===== src/rtl/fjq_pkg.sv =====
package fjq_pkg;
  localparam logic [7:0] OFS_VER  = 8'h00;
  localparam logic [7:0] OFS_CTRL = 8'h04;
  localparam logic [7:0] OFS_STAT = 8'h08;
  localparam logic [7:0] OFS_FRM  = 8'h0C;
  localparam logic [7:0] OFS_ERR  = 8'h10;
  localparam logic [7:0] OFS_OUT  = 8'h14;
  localparam logic [7:0] OFS_IEN  = 8'h18;
  localparam logic [7:0] OFS_IST  = 8'h1C;
  localparam int         CFG_BASE = 64;

  localparam int CMD_QUEUE = 0;
  localparam int CMD_ABORT = 1;
  localparam int CMD_RESET = 2;
  localparam int CMD_LATCH = 3;

  localparam int IRQ_EOF   = 0;
  localparam int IRQ_SOF   = 1;
  localparam int IRQ_LINE0 = 8;
  localparam int IRQ_QRDY  = 24;

  typedef enum logic [1:0] {
    ENG_IDLE = 2'd0,
    ENG_WAIT = 2'd1,
    ENG_RUN  = 2'd2
  } eng_state_e;

  typedef struct packed {
    logic promote;
    logic sof;
    logic eof;
    logic inFrame;
    logic softRst;
    logic latch;
    logic shadowLock;
  } ctrl_strobe_t;
endpackage


===== src/rtl/fjq_ctrl.sv =====
module fjq_ctrl
  import fjq_pkg::*;
#(
  parameter int FCNT_W = 16
) (
  input  logic              clk,
  input  logic              rstN,
  input  logic              wrEn,
  input  logic [7:0]        wrAddr,
  input  logic [3:0]        cmdBits,
  input  logic              frameStart,
  input  logic              frameEnd,
  output ctrl_strobe_t      strb,
  output logic [2:0]        statusBits,
  output logic [1:0]        errBits,
  output logic [FCNT_W-1:0] frameCnt
);
  eng_state_e        engSt, engN;
  logic              queued, queuedN;
  logic [1:0]        errQ, errN;
  logic [FCNT_W-1:0] fcQ, fcN;
  logic              ctrlWr, qCmd, abortCmd, rstCmd, latchCmd, accept;
  logic              promote, eofHit;

  assign ctrlWr   = wrEn && (wrAddr == OFS_CTRL);
  assign qCmd     = ctrlWr && cmdBits[CMD_QUEUE];
  assign abortCmd = ctrlWr && cmdBits[CMD_ABORT];
  assign rstCmd   = ctrlWr && cmdBits[CMD_RESET];
  assign latchCmd = ctrlWr && cmdBits[CMD_LATCH];
  assign accept   = qCmd && !queued;

  always_comb begin
    engN    = engSt;
    queuedN = queued;
    errN    = errQ;
    fcN     = fcQ;
    promote = 1'b0;
    eofHit  = 1'b0;
    if (rstCmd) begin
      engN    = ENG_IDLE;
      queuedN = 1'b0;
      errN    = '0;
      fcN     = '0;
    end else if (abortCmd) begin
      engN    = ENG_IDLE;
      queuedN = 1'b0;
    end else begin
      if (qCmd && queued) errN[0] = 1'b1;
      if (accept) queuedN = 1'b1;
      case (engSt)
        ENG_IDLE: if (accept) engN = ENG_WAIT;
        ENG_WAIT: if (frameStart) begin
          engN    = ENG_RUN;
          queuedN = 1'b0;
          promote = 1'b1;
        end
        ENG_RUN: begin
          if (frameStart) errN[1] = 1'b1;
          if (frameEnd) begin
            eofHit = 1'b1;
            fcN    = fcQ + FCNT_W'(1);
            engN   = (queued || accept) ? ENG_WAIT : ENG_IDLE;
          end
        end
        default: engN = ENG_IDLE;
      endcase
    end
  end

  always_ff @(posedge clk or negedge rstN) begin
    if (!rstN) begin
      engSt  <= ENG_IDLE;
      queued <= 1'b0;
      errQ   <= '0;
      fcQ    <= '0;
    end else begin
      engSt  <= engN;
      queued <= queuedN;
      errQ   <= errN;
      fcQ    <= fcN;
    end
  end

  always_comb begin
    strb.promote    = promote;
    strb.sof        = promote;
    strb.eof        = eofHit;
    strb.inFrame    = (engSt == ENG_RUN);
    strb.softRst    = rstCmd;
    strb.latch      = latchCmd;
    strb.shadowLock = queued;
  end

  assign statusBits = {engSt == ENG_RUN, engSt == ENG_WAIT, queued};
  assign errBits    = errQ;
  assign frameCnt   = fcQ;


  wait_has_job_chk: assert property (@(posedge clk) disable iff (!rstN)
    (engSt == ENG_WAIT) |-> queued);

  promote_chk: assert property (@(posedge clk) disable iff (!rstN)
    $rose(statusBits[2]) |-> $past(frameStart));

  end_chk: assert property (@(posedge clk) disable iff (!rstN)
    (statusBits[2] && frameEnd) |=> !statusBits[2]);

  overflow_keep_chk: assert property (@(posedge clk) disable iff (!rstN)
    (qCmd && queued && !abortCmd && !rstCmd) |=> (queued && errBits[0]));

  abort_idle_chk: assert property (@(posedge clk) disable iff (!rstN)
    abortCmd |=> (statusBits == 3'b000));
endmodule


===== src/rtl/fjq_data.sv =====
module fjq_data
  import fjq_pkg::*;
#(
  parameter int CFG_WORDS = 4,
  parameter int NUM_OUT   = 2,
  parameter int LINE_W    = 16,
  parameter int FCNT_W    = 16,
  parameter int VER_MAJOR = 2,
  parameter int VER_MINOR = 5
) (
  input  logic                   clk,
  input  logic                   rstN,
  input  logic                   wrEn,
  input  logic [7:0]             wrAddr,
  input  logic [31:0]            wrData,
  input  logic [7:0]             rdAddr,
  output logic [31:0]            rdData,
  input  logic                   lineValid,
  input  ctrl_strobe_t           strb,
  input  logic [2:0]             statusBits,
  input  logic [1:0]             errBits,
  input  logic [FCNT_W-1:0]      frameCnt,
  output logic                   irq,
  output logic [CFG_WORDS*32-1:0] activeCfg
);
  localparam logic [8:0]  CFG_END  = 9'(CFG_BASE + 4 * CFG_WORDS);
  localparam logic [31:0] VER_WORD = {8'(VER_MAJOR), 4'(VER_MINOR), 20'h0};

  logic [CFG_WORDS-1:0][31:0] shadowQ, activeQ;
  logic [LINE_W-1:0]          lineCnt, lineNext;
  logic [NUM_OUT-1:0]         hit, outReached;
  logic [31:0]                intStat, intEn, setVec, clrVec, rdNext;
  logic [31:0]                snapStat, snapFrm, snapErr, snapOut;
  logic [31:0]                frmWord;
  logic [7:0]                 cfgOff;
  logic                       cfgHit, istWr;

  assign cfgOff   = wrAddr - 8'(CFG_BASE);
  assign cfgHit   = wrEn && ({1'b0, wrAddr} >= 9'(CFG_BASE)) &&
                    ({1'b0, wrAddr} < CFG_END) && (wrAddr[1:0] == 2'b00);
  assign istWr    = wrEn && (wrAddr == OFS_IST);
  assign lineNext = lineCnt + LINE_W'(1);

  generate
    for (genvar w = 0; w < CFG_WORDS; w++) begin : g_word
      always_ff @(posedge clk or negedge rstN) begin
        if (!rstN) begin
          shadowQ[w] <= '0;
          activeQ[w] <= '0;
        end else begin
          if (cfgHit && !strb.shadowLock && (cfgOff[7:2] == 6'(w)))
            shadowQ[w] <= wrData;
          if (strb.promote)
            activeQ[w] <= shadowQ[w];
        end
      end
    end

    for (genvar i = 0; i < NUM_OUT; i++) begin : g_out
      logic [LINE_W-1:0] thr;
      assign thr    = activeQ[i][LINE_W-1:0];
      assign hit[i] = strb.inFrame && lineValid && (thr != '0) && (lineNext == thr);
      always_ff @(posedge clk or negedge rstN) begin
        if (!rstN)                           outReached[i] <= 1'b0;
        else if (strb.softRst || strb.promote) outReached[i] <= 1'b0;
        else if (hit[i])                     outReached[i] <= 1'b1;
      end
    end
  endgenerate

  assign activeCfg = activeQ;

  always_ff @(posedge clk or negedge rstN) begin
    if (!rstN)                         lineCnt <= '0;
    else if (strb.softRst || strb.promote) lineCnt <= '0;
    else if (strb.inFrame && lineValid) lineCnt <= lineNext;
  end

  always_comb begin
    setVec = '0;
    setVec[IRQ_EOF]  = strb.eof;
    setVec[IRQ_SOF]  = strb.sof;
    setVec[IRQ_QRDY] = strb.promote;
    for (int i = 0; i < NUM_OUT; i++) setVec[IRQ_LINE0 + i] = hit[i];
    clrVec = istWr ? wrData : '0;
  end

  always_ff @(posedge clk or negedge rstN) begin
    if (!rstN) begin
      intStat <= '0;
      intEn   <= '0;
    end else begin
      if (strb.softRst) intStat <= '0;
      else              intStat <= (intStat & ~clrVec) | setVec;
      if (wrEn && (wrAddr == OFS_IEN)) intEn <= wrData;
    end
  end

  assign irq     = |(intStat & intEn);
  assign frmWord = 32'(frameCnt) | (32'(lineCnt) << 16);

  always_ff @(posedge clk or negedge rstN) begin
    if (!rstN) begin
      snapStat <= '0;
      snapFrm  <= '0;
      snapErr  <= '0;
      snapOut  <= '0;
    end else if (strb.softRst) begin
      snapStat <= '0;
      snapFrm  <= '0;
      snapErr  <= '0;
      snapOut  <= '0;
    end else if (strb.latch) begin
      snapStat <= 32'(statusBits);
      snapFrm  <= frmWord;
      snapErr  <= 32'(errBits);
      snapOut  <= 32'(outReached);
    end
  end

  always_comb begin
    rdNext = '0;
    case (rdAddr)
      OFS_VER:  rdNext = VER_WORD;
      OFS_STAT: rdNext = snapStat;
      OFS_FRM:  rdNext = snapFrm;
      OFS_ERR:  rdNext = snapErr;
      OFS_OUT:  rdNext = snapOut;
      OFS_IEN:  rdNext = intEn;
      OFS_IST:  rdNext = intStat;
      default: begin
        for (int w = 0; w < CFG_WORDS; w++)
          if (rdAddr == 8'(CFG_BASE + 4 * w)) rdNext = shadowQ[w];
      end
    endcase
  end

  always_ff @(posedge clk or negedge rstN) begin
    if (!rstN) rdData <= '0;
    else       rdData <= rdNext;
  end


  copy_chk: assert property (@(posedge clk) disable iff (!rstN)
    strb.promote |=> (activeQ == $past(shadowQ)));

  lock_chk: assert property (@(posedge clk) disable iff (!rstN)
    strb.shadowLock |=> $stable(shadowQ));

  w1c_chk: assert property (@(posedge clk) disable iff (!rstN)
    (istWr && wrData[IRQ_EOF] && !strb.eof && !strb.softRst) |=> !intStat[IRQ_EOF]);

  line_zero_chk: assert property (@(posedge clk) disable iff (!rstN)
    (activeQ[0][LINE_W-1:0] == '0) |-> !hit[0]);
endmodule


===== src/rtl/frame_job_queue.sv =====
module frame_job_queue
  import fjq_pkg::*;
#(
  parameter int CFG_WORDS = 4,
  parameter int NUM_OUT   = 2,
  parameter int LINE_W    = 16,
  parameter int FCNT_W    = 16,
  parameter int VER_MAJOR = 2,
  parameter int VER_MINOR = 5
) (
  input  logic                    clk,
  input  logic                    rstN,
  input  logic                    wrEn,
  input  logic [7:0]              wrAddr,
  input  logic [31:0]             wrData,
  input  logic [7:0]              rdAddr,
  output logic [31:0]             rdData,
  input  logic                    frameStart,
  input  logic                    frameEnd,
  input  logic                    lineValid,
  output logic                    irq,
  output logic [CFG_WORDS*32-1:0] activeCfg
);
  ctrl_strobe_t      strb;
  logic [2:0]        statusBits;
  logic [1:0]        errBits;
  logic [FCNT_W-1:0] frameCnt;

  fjq_ctrl #(.FCNT_W(FCNT_W)) u_ctrl (
    .clk(clk), .rstN(rstN), .wrEn(wrEn), .wrAddr(wrAddr),
    .cmdBits(wrData[3:0]), .frameStart(frameStart), .frameEnd(frameEnd),
    .strb(strb), .statusBits(statusBits), .errBits(errBits), .frameCnt(frameCnt)
  );

  fjq_data #(
    .CFG_WORDS(CFG_WORDS), .NUM_OUT(NUM_OUT), .LINE_W(LINE_W),
    .FCNT_W(FCNT_W), .VER_MAJOR(VER_MAJOR), .VER_MINOR(VER_MINOR)
  ) u_data (
    .clk(clk), .rstN(rstN), .wrEn(wrEn), .wrAddr(wrAddr), .wrData(wrData),
    .rdAddr(rdAddr), .rdData(rdData), .lineValid(lineValid), .strb(strb),
    .statusBits(statusBits), .errBits(errBits), .frameCnt(frameCnt),
    .irq(irq), .activeCfg(activeCfg)
  );
endmodule


===== config.mk =====
export PLATFORM = sky130hd
export DESIGN_NAME = frame_job_queue
export DESIGN_NICKNAME = d
export VERILOG_FILES = /design/src/rtl/fjq_pkg.sv /design/src/rtl/fjq_ctrl.sv /design/src/rtl/fjq_data.sv /design/src/rtl/frame_job_queue.sv
export SDC_FILE = /design/constraint.sdc
export NUM_CORES = 1
export LEC_CHECK = 0
export ABC_AREA = 1
export BUFFER_PORTS_ARGS = -buffer_cell sky130_fd_sc_hd__buf_4
export CORE_ASPECT_RATIO = 1.25
export CORE_UTILIZATION = 30
export DETAILED_ROUTE_END_ITERATION = 6
export SETUP_SLACK_MARGIN = 0.5
export SLEW_MARGIN = 15
export SYNTH_ARGS = -nofsm -noshare
export SYNTH_HDL_FRONTEND = slang
export SYNTH_HIERARCHICAL = 1
export SYNTH_SLANG_ARGS = --single-unit

===== constraint.sdc =====
create_clock -name clk -period 2.2 [get_ports clk]
set_input_delay 0.22 -clock clk [delete_from_list [all_inputs] [get_ports clk]]
set_output_delay 0.22 -clock clk [all_outputs]
set_load 0.01 [all_outputs]

==> run metrics, run 1 <==
Core Rows 102; CP max stage delay around 0.42 ns; Worst Hold Endpoint u_data/shadowQ[30]; met1 Use GR 0.2526; reg-to-reg setup timing slack 0.23 ns; CTS sink cnt 430; pin count of the biggest net entering global routing 95; unrepaired setup endpoints after global routing true; Crit path top cell by count nand4_1; Slew @ Worst Pin ~0.68 ns; Mapped Cells roughly 2200; Pleak about 12 nW; most frequent cell after synthesis nand2_1; H-tree depth 2; synth top area cells dfrtp_1 (57%), nand2_1 (15%), o21ai_0 (6.3%), inv_1 (4.4%), nand3_1 (3.1%); Antenna Nets Post-Route 0; Area Overhead vs Synth 27.81%; most frequent cells after synthesis nand2_1 (760), dfrtp_1 (430), o21ai_0 (240), inv_1 (221), nand3_1 (116); Avg Cell Area, Syn 8.517 um^2; Post-synth top flop dfrtp_1; total of max-cap violations 0; Critical Path End Type primary output; Slowest cell on crit path dfrtp_1; PD cells 884.1 mW/mm^2; fin worst setup slack -0.1714 ns; CP Cell Sequence nand2_1 -> nand4_1 -> nor2_1 -> nand4_1 -> buf_4; violated checks DRC, setup timing; Routed WL slightly below 70000 um; sequential fraction of the synthesis area 0.5688; met3 GRT Util 0.03779; post-synth top area share 0.5688; hold crit path type in2reg; diodes inserted 0; Setup violations, final 1; TritonCTS clock tree built; Die Area 0.06407 mm^2; pre-CTS setup slack 0.1230 ns; maximum vdd drop 0.4456 mV; EDFF count, synth 0; FF-to-FF Start u_data/lineCnt[0]; Hold Crit Start wrData[30]; vias per inst between 5 and 6; most used routing layer met2; clk_skew 0.02255 ns; syn nets 2277; Worst Path Arrival 2.15 ns; status finished, violations left; residual DRC count 2; fraction of layout cells with a size suffix above 1 0.1952; FFs w/ async S/R, synth 1.000; num ports 215; yosys warns 6; Startpoint Class flip-flop; Setup TNS Final -0.1714 ns; first-pass GRT wire length about 100000 um; total CTS buffers 44; clk_lat worst skew 0.59 ns; DIE WIDTH 226.6 um; worst relative slew slack 0.5461; Crit Path Class reg2out; r2r worst-path depth 13; Clk Tree Root Cell clkbuf_16; number of global-route vias before repair 16725; gr usage total 0.2108; max-slew violations 0; final layout net count between 2000 and 3000; fmax 421.7 MHz; GP Congestion 0.9439; fin crit share 1.078; GRT met2 Usage 0.3579; Pre-antenna DRT Iters 7; WL/cell slightly above 20 um; Worst R2R End u_data/intStat[8]; synthesized area 0.01892 mm^2; Port Buf Inserts 214; Core ar. 0.06215 mm^2; Period minus WS final 2.371 ns; Die Y 282.8 um; CP Data Required Time 1.98 ns; number of synthesized register bits 430; via count about 17000; Initial DRC Count 1583; initial antenna violation count 0; post-synthesis cell type count 40; Synth area leader dfrtp_1; Hold Violations, Final 0; worst hold stages 3; DPL Wire Length 47510 um; Reg clk slew, reported paths 0.06 ns; Max Root-Sink Buffers 3; Starting Density 0.3044; grt ovf 0; post-layout power 21.38 mW; CP Max Fanout 3
timing repair:
action / in CTS / in global routing
hold endpoints to repair: 113 / 0
resized for setup: 39 / 72
hold buffers: 8 / 0
pin swaps: 7 / 32
buffers inserted: 7 / 21
setup endpoints to repair: 145 / 184
cloned: 4 / 4
flip-flops by register name, summed over array words and instances, names as in the netlist:
name	cells
u_ctrl/frameCnt	16
u_data/rdData	32
u_data/intEn	32
u_ctrl/engSt	2
u_data/snapFrm	32
u_ctrl/queued	1
u_data/lineCnt	16
u_ctrl/errBits	2
u_data/outReached	2
u_data/snapOut	2
u_data/activeCfg	128
u_data/snapErr	2
u_data/shadowQ	128
u_data/intStat	32
u_data/snapStat	3
stage by stage:
step           hold WS (ns)  cell area (um^2)  cells  utilization
4_1_cts            0.002052             23660   3322       0.3807
6_report            0.01739             24180   3347       0.3890
2_1_floorplan      -0.07559             18940   2221            -
3_3_place_gp         0.1485             21860   3224       0.3517
5_1_grt             0.01598             24180   3347       0.3890
3_5_place_dp         0.1525             21860   3224       0.3517
area by class of cell:
cell class | count | area, um^2
clock buffers | 66 | 1294
clock inverters | 13 | 140.1
fillers | 6319 | 37980
inverters | 224 | 860.8
multi-input cells | 1460 | 7178
flip-flops and latches | 430 | 10760
well taps | 832 | 1041
repair buffers | 322 | 2899
metal layers:
metal / share of wire / wire length (um)
met1: 0.40 / 27190
met2: 0.49 / 33570
met3: 0.058 / 3978
met4: 0.053 / 3657
met5: 0 / 0
power breakdown:
part	internal [mW]	switching (mW)	total (mW)	leakage, nW
registers	8.60	0.801	9.40	5.73
logic	1.78	2.71	4.49	5.84
clock network	4.31	3.18	7.48	0.706
total	14.7	6.69	21.4	12.3
placed cells by master (no fill, tap or decap), drive strengths merged:
master         n
bufinv         2
or2            2
xnor3          2
nor3          18
and2           1
o31ai          1
a221oi        35
clkbuf        70
a21oi         31
xnor2          3
xor2           9
dfrtp        430
o21ai        243
inv          223
nand4         37
ha             2
dlygate4sd3    8
clkinv         9
o211ai        28
a211oi         3
nand2        764
buf          310
o22ai         38
a22o          20
clkinvlp       3
nand3b         2
nor2          96
o2111ai        1
nand3        122
nor4           2
logic make-up (layout without fill, tap and decap cells):
group | after synthesis | count (layout) | synth area share
simple gates | 1042 | 1044 | 0.2288
xor+xnor | 14 | 14 | 0.007937
flops | 430 | 430 | 0.5688
fa+ha+maj | 2 | 2 | 0.001323
compound gates | 400 | 400 | 0.1237
buf+inv | 333 | 625 | 0.06945
critical path, delay by kind of cell, from the launching register on:
kind / cells / cell delay [ns]
flops: 1 / 0.42
buf+inv: 1 / 0.24
simple gates: 4 / 0.92
worst max path at each step:
stage                      from               endpoint  slack, ns  cells after the start
2_1_floorplan         wrAddr[7]  u_data/activeCfg[100]       0.47                     12
3_3_place_gp          rdAddr[0]       u_data/rdData[4]       0.18                      9
3_5_place_dp          wrAddr[5]   u_data/activeCfg[89]       0.12                     10
4_1_cts        u_data/intEn[25]                    irq      -0.16                      7
5_1_grt        u_data/intEn[22]                    irq      -0.23                      7
6_report        u_data/intEn[1]                    irq      -0.17                      5
Power figures use the tool's default switching activity.
==> run 2, diff against run 1 <==
--- a/config.mk
+++ b/config.mk
@@ -9,3 +9,3 @@
 export BUFFER_PORTS_ARGS = -buffer_cell sky130_fd_sc_hd__buf_4
-export CORE_ASPECT_RATIO = 1.25
+export CORE_ASPECT_RATIO = 0.6
 export CORE_UTILIZATION = 30
--- a/constraint.sdc
+++ b/constraint.sdc
@@ -3,2 +3,2 @@
 set_output_delay 0.22 -clock clk [all_outputs]
-set_load 0.01 [all_outputs]
+set_load 0.02 [all_outputs]
==> run 2 against run 1 <==
The flow finishes with violations (setup timing). Via count rose by 2.8%. Sequential power rose by 0.5%. Cell count rose by 0.24%. Clock skew rose by 0.0075 ns. Total power rose by 4.4%. Clock power rose by 9.5%. Sequential share of layout area fell by 0.50 points. Combinational power rose by 4%. First-iteration DRC count rose by 23%. Register-to-register slack improved by 0.02 ns.
==> run metrics, run 2 (synthesis gave the netlist of run 1 again) <==
first-pass GRT wire length 105800 um (+4.7%); Worst Path Arrival 2.22 ns (+0.07 ns); Slowest cell on crit path dfrtp_1; Startpoint Class flip-flop; Setup violations, final 1 (unchanged); met1 wire length 35110 um (+29%); initial antenna violation count 5 (+5); TritonCTS clock tree built; hold crit path type in2reg; GP Congestion 0.9439 (unchanged); Starting Density 0.3072 (+0.002870); max-slew violations 0 (unchanged); DP Area 0.02183 mm^2 (-0.11%); worst relative slew slack 0.5403 (-0.005787); num ports 215 (unchanged); Period minus WS final 2.444 ns (+0.07220 ns); Crit Path Class reg2out; DPL Wire Length 49810 um (+4.8%); violated checks setup timing; WL/cell 22.11 um (+8.2%); most frequent cells in the layout nand2_1 (724), dfrtp_1 (425), buf_4 (282); post-layout power 22.32 mW (+4.4%); Core Rows 70 (-31%); Pre-antenna DRT Iters 6 (-1); via count 17327 (+2.8%); Reg clk slew, reported paths 0.06 ns (about the same); fin worst setup slack -0.2436 ns (-0.07220 ns); Core ar. 0.06157 mm^2 (-0.93%); number of global-route vias before repair 16193 (-3.2%); met3 WL 8264 um (+110%); Top delay family on crit path simple AND/OR/NAND/NOR gates; status finished, violations left; WP buf/inv 1 (unchanged); residual DRC count 0 (-2); fin crit share 1.111 (+0.03282); Critical Path End Type primary output; final std cells w/o fill 3355 (+0.24%); Routed WL 74160 um (+8.4%); grt ovf 0 (unchanged); Die Y 196.5 um (-31%); maximum vdd drop 0.6144 mV (+38%); final instance area 0.02446 mm^2 (+1.2%); fmax 409.2 MHz (-3.0%); DIE WIDTH 326.2 um (+44%); placed cells 3219 (-0.16%); DR top layer met5; Clk Tree Root Cell clkbuf_16; Hold Violations, Final 0 (unchanged); final layout net count 2546 (+0.32%); total CTS buffers 44 (unchanged); commonest non-fill, non-tap cell in the layout nand2_1; CP Cell Sequence nand2_1 -> nand4_1 -> nor4_2 -> nand4_1 -> buf_4; CP Data Required Time 1.98 ns (about the same); Initial DRC Count 1940 (+23%); CTS sink cnt 430 (unchanged); routed wl met2 29750 um (-11%); worst hold slack 0.01829 ns (+0.0009004 ns); Slew @ Worst Pin 0.6895 ns (+0.008681 ns); fraction of layout cells with a size suffix above 1 0.2020 (+0.006752); Setup TNS Final -0.2436 ns (-0.07220 ns); unrepaired setup endpoints after global routing true; H-tree depth 2 (unchanged); PD cells 912.6 mW/mm^2 (+3.2%); pre-CTS setup slack 0.03542 ns (-0.08761 ns); CP Max Fanout 3 (unchanged); pin count of the biggest net entering global routing 66 (-31%); Crit path top cell by count nand4_1; Max Root-Sink Buffers 3 (unchanged); Port Buf Inserts 214 (unchanged); Die Area 0.06410 mm^2 (about the same); Area Overhead vs Synth 29.29%; final core utilization 0.3972 (+0.008220); total of max-cap violations 0 (unchanged); CP max stage delay 0.40 ns (-0.02 ns); Antenna Nets Post-Route 0 (unchanged); Pleak 12.47 nW (+1.5%); gr usage total 0.2197 (+0.008890); clk_lat worst skew 0.58 ns (about the same); vias per inst 5.165 (+2.6%); clk_skew 0.03000 ns (+0.007459 ns)
run 2: cell types whose count changed in the layout (fill, tap and decap cells not counted), sizes merged:
| cell | before | now |
|---|---|---|
| clkbuf | 70 | 71 |
| buf | 310 | 316 |
| nor2 | 96 | 95 |
| diode | 0 | 2 |
| bufinv | 2 | 7 |
| dlygate4sd3 | 8 | 4 |
| clkinvlp | 3 | 4 |
| inv | 223 | 225 |
run 2: cell type report:
cell class,instances,area (um^2)
clock buffer,60,1252
fill,6127,37110
tap,828,1036
sequential,430,10770
multi-input combinational,1459,7143
clock inverter,21,299.0
inverter,224,865.8
antenna,2,5.005
timing repair buffer,331,3089
run 2: power breakdown:
part / internal [mW] / leakage (nW) / switching, mW / total [mW]
Clock: 4.83 / 0.758 / 3.37 / 8.19
Combinational: 1.72 / 5.98 / 2.95 / 4.67
Sequential: 8.60 / 5.73 / 0.852 / 9.45
Total: 15.1 / 12.5 / 7.17 / 22.3
run 2: path summary, 6_finish.rpt:
kind / depth (start not counted) / from / to / slack (ns)
worst max-delay path: 5 / u_data/intEn[28] / irq / -0.24
worst min-delay path: 3 / wrData[21] / u_data/intEn[21] / 0.02
worst max register to register: 12 / u_data/lineCnt[3] / u_data/intStat[9] / 0.25
worst min register to register: 2 / u_data/activeCfg[77] / u_data/activeCfg[77] / 0.47
max in group asynchronous: 3 / rstN / u_data/rdData[13] / 1.12
min in group asynchronous: 2 / rstN / u_data/activeCfg[64] / 0.16
run 2: repair_timing:
action | in CTS | in global routing
hold endpoints to repair | 52 | 0
hold buffers | 4 | 0
cloned | 6 | 12
pin swaps | 28 | 32
gates resized for setup | 53 | 55
setup buffers | 14 | 17
setup endpoints to repair | 145 | 118
run 2: layer usage:
layer  vias up  global-route usage
met5         -                   0
met4         6             0.03130
met3        76             0.05998
met2       876              0.2991
met1      8575              0.3460
li1       7794                   -
run 2: worst min-delay path, delay by kind of cell:
kind | cells | cell delay, ns
buffers and inverters | 2 | 0.16
AO/OA/AOI/OAI | 1 | 0.17
==> run 3, diff against run 2 <==
RECOVER_POWER = 25   (was unset)
==> run 3 against run 2 <==
The run ends with capacitance limit, slew limit, setup timing left. Sequential cell count unchanged. Sequential share of layout area increased by 0.077 points. Cell count about the same. Critical path depth unchanged. First-iteration DRC count increased by 0.67%. Highest routed layer unchanged.
==> run metrics, run 3 (synthesis gave the netlist of run 1 again) <==
FF-to-FF Start u_data/lineCnt[3]; critical path launch point u_data/intEn[28]; Setup TNS Final -0.2435 ns (+0.0001220 ns); Slowest cell on crit path dfrtp_1; final instance area 0.02441 mm^2 (-0.17%); Worst R2R End u_data/outReached[0]; post-layout power 22.33 mW (about the same); Die Area 0.06410 mm^2 (unchanged); clk_lat worst skew 0.58 ns (about the same); status finished, violations left; reg-to-reg setup timing slack 0.24 ns (about the same); commonest non-fill, non-tap cell in the layout nand2_1; Reg clk slew, reported paths 0.06 ns (about the same); vias per inst 5.146 (-0.36%); maximum vdd drop 0.6128 mV (-0.27%); fmax 409.3 MHz (about the same); CTS sink cnt 430 (unchanged); most frequent cells in the layout nand2_1 (724), dfrtp_1 (425), buf_4 (275); worst hold slack 0.01130 ns (-0.006987 ns); total CTS buffers 44 (unchanged); residual DRC count 0 (unchanged); clk_skew 0.02974 ns (-0.0002652 ns); Slew @ Worst Pin 2.058 ns (+1.369 ns); DPL Wire Length 49810 um (unchanged); first-pass GRT wire length 105800 um (unchanged); fin worst setup slack -0.2435 ns (+0.0001220 ns); CP max stage delay 0.40 ns (about the same); GP Congestion 0.9439 (unchanged); Setup violations, final 1 (unchanged); H-tree depth 2 (unchanged); Crit path top cell by count nand4_1; Clk Tree Root Cell clkbuf_16; Period minus WS final 2.443 ns (-0.0001220 ns); Antenna Nets Post-Route 0 (unchanged); power share of the clock group 0.367 (about the same); Routed WL 74280 um (+0.16%); Starting Density 0.3072 (unchanged); r2r worst-path depth 9 (-3); internal power 15.14 mW (about the same); number of global-route vias before repair 16193 (unchanged); Initial DRC Count 1953 (+0.67%); grt ovf 0 (unchanged); CP Max Fanout 3 (unchanged); Startpoint Class flip-flop; Max Root-Sink Buffers 3 (unchanged); net switching power 7.190 mW (+0.27%); CP Data Required Time 1.98 ns (about the same); fraction of layout cells with a size suffix above 1 0.2020 (unchanged); worst relative slew slack -0.3723 (-0.9126); Pre-antenna DRT Iters 5 (-1); num ports 215 (unchanged); unrepaired setup endpoints after global routing true; combinational share of power 0.210 (about the same); Critical Path End Type primary output; PD cells 914.7 mW/mm^2 (+0.24%); final std cells w/o fill 3354 (-0.030%); initial antenna violation count 5 (unchanged); Area Overhead vs Synth 29.06%; Pleak 12.45 nW (-0.13%); fin crit share 1.111 (about the same); placed cells 3219 (unchanged); Hold Violations, Final 0 (unchanged); Core Rows 70 (unchanged); gr usage total 0.2197 (unchanged); TritonCTS clock tree built; WL/cell 22.15 um (+0.19%); Critical Path Sink irq; Crit Path Class reg2out; Worst Path Arrival 2.22 ns (about the same); register share of total power 0.423 (about the same); FILL cells 6137 (+0.16%); violated checks capacitance limit, slew limit, setup timing; hold crit path type in2reg; DP Area 0.02183 mm^2 (unchanged); via count 17260 (-0.39%); max-slew violations 62 (+62); total of max-cap violations 1 (+1); Die Y 196.5 um (unchanged); DIE WIDTH 326.2 um (unchanged); Port Buf Inserts 214 (unchanged); Core ar. 0.06157 mm^2 (unchanged); pin count of the biggest net entering global routing 66 (unchanged); Sw Share 0.3220 (+0.0006747); final layout net count 2546 (unchanged); CP Cell Sequence nand2_1 -> nand4_1 -> nor4_2 -> nand4_1 -> buf_4
## run 3: cell types whose count changed in the layout (fill, tap and decap cells not counted)
cell | previous run | this run
clkbuf_2 | 0 | 1
buf_8 | 1 | 2
buf_12 | 16 | 12
diode_2 | 2 | 1
buf_4 | 282 | 275
clkbuf_4 | 0 | 6
buf_2 | 0 | 1
buf_6 | 9 | 11
## run 3: worst min-delay path by stage
stage	startpoint	endpoint	slack, ns	depth (start not counted)
2_1_floorplan	rstN	u_ctrl/engSt[0]	-0.08	0
3_3_place_gp	rstN	u_data/activeCfg[64]	0.22	1
3_5_place_dp	rstN	u_data/activeCfg[64]	0.23	1
4_1_cts	wrData[21]	u_data/intEn[21]	0.002	3
5_1_grt	wrData[27]	u_data/shadowQ[27]	0.01	3
6_report	wrData[21]	u_data/intEn[21]	0.01	3
## run 3: cell type report
class,count,area [um^2],area share
tap,828,1036,0.04243
inverter,224,865.8,0.03546
clock buffer,60,1252,0.05130
timing repair buffer,331,3049,0.1249
clock inverter,21,299.0,0.01225
multi-input combinational,1459,7143,0.2926
antenna,1,2.502,0.0001025
sequential,430,10770,0.4410
## run 3: power by group through the flow
stage                     sequential, mW  combinational (mW)  clock [mW]
after CTS                           9.43                4.33        8.33
after global routing                9.53                5.05        8.70
final                               9.45                4.68        8.20
after detailed placement            9.55                4.03           0
after global placement              9.55                4.00           0
after floorplan                     9.63                1.87           0
## run 3: what timing repair did
| action | 4_1_cts | 5_1_grt |
|---|---|---|
| pin swaps | 28 | 32 |
| gates cloned | 6 | 12 |
| gates resized for setup | 53 | 55 |
| endpoints found under the setup margin | 145 | 118 |
| buffers inserted | 14 | 17 |
| hold buffers | 4 | 0 |
| hold endpoints to repair | 52 | 0 |
## run 3: metrics by stage
step	setup slack [ns]	utilization
global placement	0.06075	0.3546
floorplan	0.4717	-
detailed placement	0.03542	0.3546
CTS	-0.3201	0.3880
finish	-0.2435	0.3965
global route	-0.3294	0.3965
## run 3: metal layers
layer,vias up,wire [um],share of wire,global-route usage
met3,79,8417,0.11,0.05998
li1,7794,-,-,-
met1,8533,35000,0.47,0.3460
met4,6,1002,0.013,0.03130
met5,-,57,0.00077,0
met2,848,29810,0.40,0.2991
## run 3: critical path, delay by kind of cell, from the launching register on
kind / cells / cell delay, ns
flip-flops: 1 / 0.40
buffers and inverters: 1 / 0.27
AND/OR/NAND/NOR: 4 / 0.98
